## config.mk

```make
export PLATFORM = sky130hd
export DESIGN_NAME = miss_classifier
export DESIGN_NICKNAME = d
export VERILOG_FILES = /design/src/rtl/mc_pkg.sv /design/src/rtl/mc_tag_store.sv /design/src/rtl/mc_seen_map.sv /design/src/rtl/mc_sat_counter.sv /design/src/rtl/miss_classifier.sv
export SDC_FILE = /design/constraint.sdc
export NUM_CORES = 2
export LEC_CHECK = 0
export BUFFER_PORTS_ARGS = -buffer_cell sky130_fd_sc_hd__clkbuf_2
export CAP_MARGIN = 30
export CORE_MARGIN = 10
export CORE_UTILIZATION = 55
export DETAILED_ROUTE_END_ITERATION = 10
export PLACE_DENSITY_LB_ADDON = 0.25
export SETUP_SLACK_MARGIN = 0.15
export SYNTH_ARGS = -nofsm -noshare
export SYNTH_HDL_FRONTEND = slang
export SYNTH_SLANG_ARGS = --single-unit
```

## constraint.sdc

```tcl
create_clock -name clk -period 11.4 [get_ports clk]
set_clock_uncertainty 0.1 [all_clocks]
set_input_delay 1.14 -clock clk [delete_from_list [all_inputs] [get_ports clk]]
set_output_delay 1.14 -clock clk [all_outputs]
set_load 0.02 [all_outputs]
```

## src/rtl/mc_pkg.sv

```systemverilog
package mc_pkg;

    typedef enum logic [1:0] {
        CLS_HIT  = 2'b00,
        CLS_COMP = 2'b01,
        CLS_CONF = 2'b10
    } cls_e;

    typedef struct packed {
        logic vld;
        cls_e code;
    } verdict_s;

endpackage

```

## src/rtl/mc_tag_store.sv

```systemverilog
module mc_tag_store #(
    parameter int SET_W = 7,
    parameter int TAG_W = 2
) (
    input  logic             clk,
    input  logic             rst_n,
    input  logic             clr,
    input  logic             look_en,
    input  logic [SET_W-1:0] look_set,
    input  logic [TAG_W-1:0] look_tag,
    output logic             look_hit
);
    localparam int NUM_SETS = 1 << SET_W;

    logic [1:0]       vld_q [NUM_SETS];
    logic [1:0]       vld_d [NUM_SETS];
    logic [TAG_W-1:0] tag_q [NUM_SETS][2];
    logic [TAG_W-1:0] tag_d [NUM_SETS][2];
    logic [NUM_SETS-1:0] lru_q, lru_d;

    logic hit_w0, hit_w1, victim;

    always_comb begin
        vld_d = vld_q;
        tag_d = tag_q;
        lru_d = lru_q;
        hit_w0 = vld_q[look_set][0] && (tag_q[look_set][0] == look_tag);
        hit_w1 = vld_q[look_set][1] && (tag_q[look_set][1] == look_tag);
        victim = 1'b0;
        if (!vld_q[look_set][0])      victim = 1'b0;
        else if (!vld_q[look_set][1]) victim = 1'b1;
        else                          victim = lru_q[look_set];

        if (clr) begin
            for (int s = 0; s < NUM_SETS; s++) begin
                vld_d[s] = 2'b00;
            end
            lru_d = '0;
        end else if (look_en) begin
            if (hit_w0) begin
                lru_d[look_set] = 1'b1;
            end else if (hit_w1) begin
                lru_d[look_set] = 1'b0;
            end else begin
                vld_d[look_set][victim] = 1'b1;
                tag_d[look_set][victim] = look_tag;
                lru_d[look_set]         = ~victim;
            end
        end
    end

    assign look_hit = hit_w0 | hit_w1;

    always_ff @(posedge clk or negedge rst_n) begin
        if (!rst_n) begin
            for (int s = 0; s < NUM_SETS; s++) begin
                vld_q[s]    <= 2'b00;
                tag_q[s][0] <= '0;
                tag_q[s][1] <= '0;
            end
            lru_q <= '0;
        end else begin
            vld_q <= vld_d;
            tag_q <= tag_d;
            lru_q <= lru_d;
        end
    end

endmodule

```

## src/rtl/mc_seen_map.sv

```systemverilog
module mc_seen_map #(
    parameter int BLK_W = 9
) (
    input  logic             clk,
    input  logic             rst_n,
    input  logic             clr,
    input  logic             mark_en,
    input  logic [BLK_W-1:0] blk,
    output logic             seen
);
    localparam int NUM_BLKS = 1 << BLK_W;

    logic [NUM_BLKS-1:0] seen_q, seen_d;

    always_comb begin
        seen_d = seen_q;
        if (clr)          seen_d = '0;
        else if (mark_en) seen_d[blk] = 1'b1;
    end

    assign seen = seen_q[blk];

    always_ff @(posedge clk or negedge rst_n) begin
        if (!rst_n) seen_q <= '0;
        else        seen_q <= seen_d;
    end

endmodule

```

## src/rtl/mc_sat_counter.sv

```systemverilog
module mc_sat_counter #(
    parameter int CNT_W = 16
) (
    input  logic             clk,
    input  logic             rst_n,
    input  logic             clr,
    input  logic             inc,
    output logic [CNT_W-1:0] cnt
);
    logic [CNT_W-1:0] cnt_q, cnt_d;

    always_comb begin
        cnt_d = cnt_q;
        if (clr)                     cnt_d = '0;
        else if (inc && ~&cnt_q)     cnt_d = cnt_q + 1'b1;
    end

    assign cnt = cnt_q;

    always_ff @(posedge clk or negedge rst_n) begin
        if (!rst_n) cnt_q <= '0;
        else        cnt_q <= cnt_d;
    end

endmodule

```

## src/rtl/miss_classifier.sv

```systemverilog
module miss_classifier #(
    parameter int BLK_W = 9,
    parameter int SET_W = 7,
    parameter int CNT_W = 16
) (
    input  logic             clk,
    input  logic             rst_n,
    input  logic             clr,
    input  logic             acc_valid,
    input  logic [BLK_W-1:0] acc_blk,
    output logic             cls_valid,
    output logic [1:0]       cls_code,
    output logic [CNT_W-1:0] cnt_hit,
    output logic [CNT_W-1:0] cnt_comp,
    output logic [CNT_W-1:0] cnt_conf
);
    import mc_pkg::*;

    localparam int TAG_W  = BLK_W - SET_W;
    localparam int N_KIND = 3;

    logic             take;
    logic             hit, seen;
    logic [SET_W-1:0] set_idx;
    logic [TAG_W-1:0] tag;
    cls_e             code;
    logic [N_KIND-1:0] inc_vec;
    logic [CNT_W-1:0]  cnt_arr [N_KIND];
    verdict_s          out_d, out_q;

    assign set_idx = acc_blk[SET_W-1:0];
    assign tag     = acc_blk[BLK_W-1:SET_W];
    assign take    = acc_valid && !clr;

    mc_tag_store #(.SET_W(SET_W), .TAG_W(TAG_W)) u_tags (
        .clk(clk), .rst_n(rst_n), .clr(clr),
        .look_en(take), .look_set(set_idx), .look_tag(tag),
        .look_hit(hit)
    );

    mc_seen_map #(.BLK_W(BLK_W)) u_seen (
        .clk(clk), .rst_n(rst_n), .clr(clr),
        .mark_en(take), .blk(acc_blk), .seen(seen)
    );

    always_comb begin
        if (hit)       code = CLS_HIT;
        else if (seen) code = CLS_CONF;
        else           code = CLS_COMP;

        out_d.vld  = take;
        out_d.code = take ? code : CLS_HIT;

        inc_vec = '0;
        if (take) begin
            unique case (code)
                CLS_HIT:  inc_vec[0] = 1'b1;
                CLS_COMP: inc_vec[1] = 1'b1;
                default:  inc_vec[2] = 1'b1;
            endcase
        end
    end

    for (genvar g = 0; g < N_KIND; g++) begin : g_cnt
        mc_sat_counter #(.CNT_W(CNT_W)) u_cnt (
            .clk(clk), .rst_n(rst_n), .clr(clr),
            .inc(inc_vec[g]), .cnt(cnt_arr[g])
        );
    end

    always_ff @(posedge clk or negedge rst_n) begin
        if (!rst_n) out_q <= '{vld: 1'b0, code: CLS_HIT};
        else        out_q <= out_d;
    end

    assign cls_valid = out_q.vld;
    assign cls_code  = out_q.code;
    assign cnt_hit   = cnt_arr[0];
    assign cnt_comp  = cnt_arr[1];
    assign cnt_conf  = cnt_arr[2];

endmodule

```

==> impl_metrics.csv <==
group,metric,value,unit
drt,first_pass_iters,6,
critical_path,cp.arrival,7730,ps
critical_path,cp.required,11960,ps
timing,worstMarginPinSlew,1250,ps
logic_synthesis,syn_area,0.0680,mm²
critical_path,worstSetupPathType,"input pin to flop",
global_route,grtUsageTotal,0.294,
timing,max-slew-margin-rel,0.168,
logic_synthesis,yosys.area.top_type,"dfrtp_1",
placement,portBuffers,63,
clock_tree,clk_pin_slew,60,ps
drt,drcViolationCount,0,
critical_path,r2r_end,"u_tags.tag_q[96]",
die,design.die.area,0.138,mm²
logic_synthesis,synth-edff-count,0,
critical_path,crit_family,"buffers and inverters",
drt,ant_nets,0,
clock_tree,post_cts_resized,0,
critical_path,cp-end-kind,"flop",
drt,wire_per_inst,30.3,µm
global_route,met3_usage,0.0762,
die,pin_count,64,
min_path,hold_path_class,"input pin to asynchronous set/reset pin",
finish,fillers,9370,
drt,wl,204000,µm
critical_path,path_cells,"buf_8, buf_4, and2_2, buf_4, a22oi_1, nand3_1, nand4_1, a2111oi_0, buf_4, a221o_1, nor3_2, buf_4, nor3_4, buf_4, buf_4, and3_1, mux2_2",
global_route,antenna_found_initial,4,
drt,first_iter_violations,5611,
die,start_util,0.556,
global_route,busiest_layer,"met2",
placement,place_ws,3740,ps
critical_path,crit_path_max_fanout,90,
timing,slew_violations,0,
clock_tree,clkLatencyLatePin,790,ps
finish,fin_util,0.609,
placement,placed_cells,6446,
job,drv_cap,0,
die,rows,128,
clock_tree,cts_tree,"yes",
logic_synthesis,synth-main-ff-cell,"dfrtp_1",
critical_path,r2r_slack,5800,ps
finish,synthToLayoutAreaGrowth,9.55,%
critical_path,cp-start-kind,"input pin",
global_route,grtUsageMet2,0.430,
logic_synthesis,ys_ff_latch,1459,
global_route,grt_max_degree,263,
timing,fin_crit,7170,ps
logic_synthesis,synth_top_area_share,0.537,
timing,setup-tns-final,0,ps
critical_path,critPathSlowestCell,"a2111oi_0",
die,fp.dieW,372,µm
timing,final_hold_viol_count,0,
die,die_h,372,µm
critical_path,crit_top_cell,"buf_4",
logic_synthesis,seq_area_frac_synth,0.537,
timing,setup_violations,0,
placement,place_congestion,0.891,
timing,max_freq,0.139,GHz
power,power.total,11.1,mW
critical_path,cpPeakStageDelay,860,ps
clock_tree,ctsRootBufferMaster,"clkbuf_16",
critical_path,cp.depth,17,
placement,dp_hpwl,120000,µm
logic_synthesis,async_flop_share,1.00,
finish,multi_input_area,0.0290,mm²
timing,rsz0062_at_grt,"false",
clock_tree,h-tree-depth,4,
logic_synthesis,synthesis.nets,5168,
finish,final_layout_size_suffix_gt1_frac,0.264,
finish,register_area,0.0365,mm²
power,peakVddDrop,161,µV
finish,fin_cells,6728,
logic_synthesis,avgSynthCellArea,13.2,µm²
critical_path,rr_worst_depth,13,
clock_tree,hold_buffers,0,
logic_synthesis,ys_types,78,
die,core_area,0.122,mm²
run_status,status,"complete, no violations",
clock_tree,cts_setup_buffers,0,
logic_synthesis,synth_cells,5152,
global_route,grt_pass1_wl,311000,µm
critical_path,crit_buf_inv,7,
global_route,overflow,0,
timing,min_period_over_period,0.629,
clock_tree,cts_buffers,153,
clock_tree,cts_max_path_buffers,3,
critical_path,r2r_start,"u_tags.tag_q[258]",
logic_synthesis,ys_warn_count,0,
finish,finalNetCount,4999,
power,cellLeakagePower,33.1,nW
drt,vias,47800,
power,power_density,149,mW/mm²
logic_synthesis,yosys-top-cells-area,"dfrtp_1 (54%), mux4_2 (10%), mux2_2 (8.6%)",
clock_tree,clock-sinks,1459,
global_route,grt_pass1_vias,48000,
timing,fin_ws,4230,ps
global_route,use_met1,0.421,
drt,via_per_inst,7.10,
-- kinds of logic (layout without fill, tap and decap cells) --
| family | count (synthesis) | count (layout) | synth area share |
|---|---|---|---|
| AOI/OAI and AO/OA | 1288 | 1288 | 0.145 |
| and+or+nand+nor | 841 | 841 | 0.0647 |
| other | 0 | 4 | 0 |
| adders and majority gates | 3 | 3 | 0.000552 |
| xor gates and xnor gates | 5 | 5 | 0.000644 |
| DFF | 1459 | 1459 | 0.537 |
| buffers and inverters | 570 | 517 | 0.0394 |
| muxes | 986 | 986 | 0.213 |
-- synth_stat cells, types with 62 or more instances --
| cell | instances |
|---|---|
| mux2_2 | 517 |
| nor3_1 | 86 |
| nor2_1 | 156 |
| a21oi_1 | 99 |
| dfrtp_1 | 1459 |
| o21a_1 | 139 |
| nand2_1 | 176 |
| mux2i_1 | 146 |
| buf_2 | 62 |
| mux4_2 | 314 |
| o21ai_0 | 116 |
| o211ai_1 | 94 |
| clkbuf_1 | 372 |
| nand3_1 | 113 |
| a22oi_1 | 62 |
| and3_1 | 104 |
| o2bb2ai_1 | 512 |
-- cell type report --
class | instances | share of cell area
Timing Repair Buffer | 202 | 0.0246
Antenna cell | 4 | 0.000134
Inverter | 44 | 0.00233
Sequential cell | 1459 | 0.490
Multi-Input combinational cell | 3123 | 0.389
Tap cell | 1625 | 0.0273
Clock buffer | 235 | 0.0612
Clock inverter | 36 | 0.00534
-- state kept, by name (all words and copies together), names as in the netlist --
name,cells
cls_code,2
cls_valid,1
g_cnt.u_cnt.cnt,48
u_seen.seen_q,512
u_tags.lru_q,128
u_tags.tag_q,512
u_tags.vld_q,256
-- metal layers --
layer | up-vias | routed length (µm)
met5 | - | 34
met4 | 6 | 8180
met3 | 533 | 20500
met2 | 2504 | 90700
met1 | 25300 | 84200
li1 | 19400 | -
-- metrics by stage --
| stage | instance area, µm² | hold WS (ps) |
|---|---|---|
| finish | 74500 | 194 |
| global route | 74500 | 280 |
| CTS | 74400 | 266 |
| detailed placement | 69500 | 365 |
| global placement | 69000 | 354 |
| floorplan | 68000 | 344 |
-- report_power, final --
part / total [mW] / switching [mW] / internal (mW)
sequential: 5.27 / 0.0330 / 5.24
clock: 5.00 / 2.11 / 2.89
combinational: 0.800 / 0.603 / 0.197
total: 11.1 / 2.74 / 8.33
-- worst max path at each step --
stage	endpoint	slack (ps)	startpoint
after floorplan	u_tags.tag_q[35]	6480	acc_blk[0]
after global placement	u_tags.tag_q[166]	3470	acc_blk[1]
after detailed placement	u_tags.tag_q[68]	3740	acc_blk[0]
after CTS	u_tags.tag_q[96]	4510	acc_blk[0]
after global routing	u_tags.tag_q[96]	4220	acc_blk[0]
final	u_tags.tag_q[96]	4230	acc_blk[0]
-- layout by cell type (no fill, tap or decap), types with 9 or more instances in the layout --
cell type,count
nor2b_1,26
a22oi_1,62
nor3_2,50
o41ai_1,35
a21o_1,35
nor4_1,21
o21ai_0,116
mux2_2,517
inv_1,40
and3_1,104
o31ai_1,25
a21oi_1,99
or3_1,15
o22ai_1,25
mux2i_1,146
buf_4,101
o21a_1,139
a22o_1,12
or4_1,13
clkbuf_1,46
nand3_1,107
clkbuf_16,159
clkbuf_2,54
nand2b_1,28
clkinv_2,19
buf_12,21
mux4_2,314
and2_1,9
nand2_2,10
nand4_1,17
o2bb2ai_1,512
a31oi_1,37
a211oi_1,12
o211ai_1,94
clkbuf_8,32
o311ai_0,34
nor2_1,153
dfrtp_1,1459
nor3_1,76
nand2_1,166
Note: power is estimated with default switching activity, not from simulation.
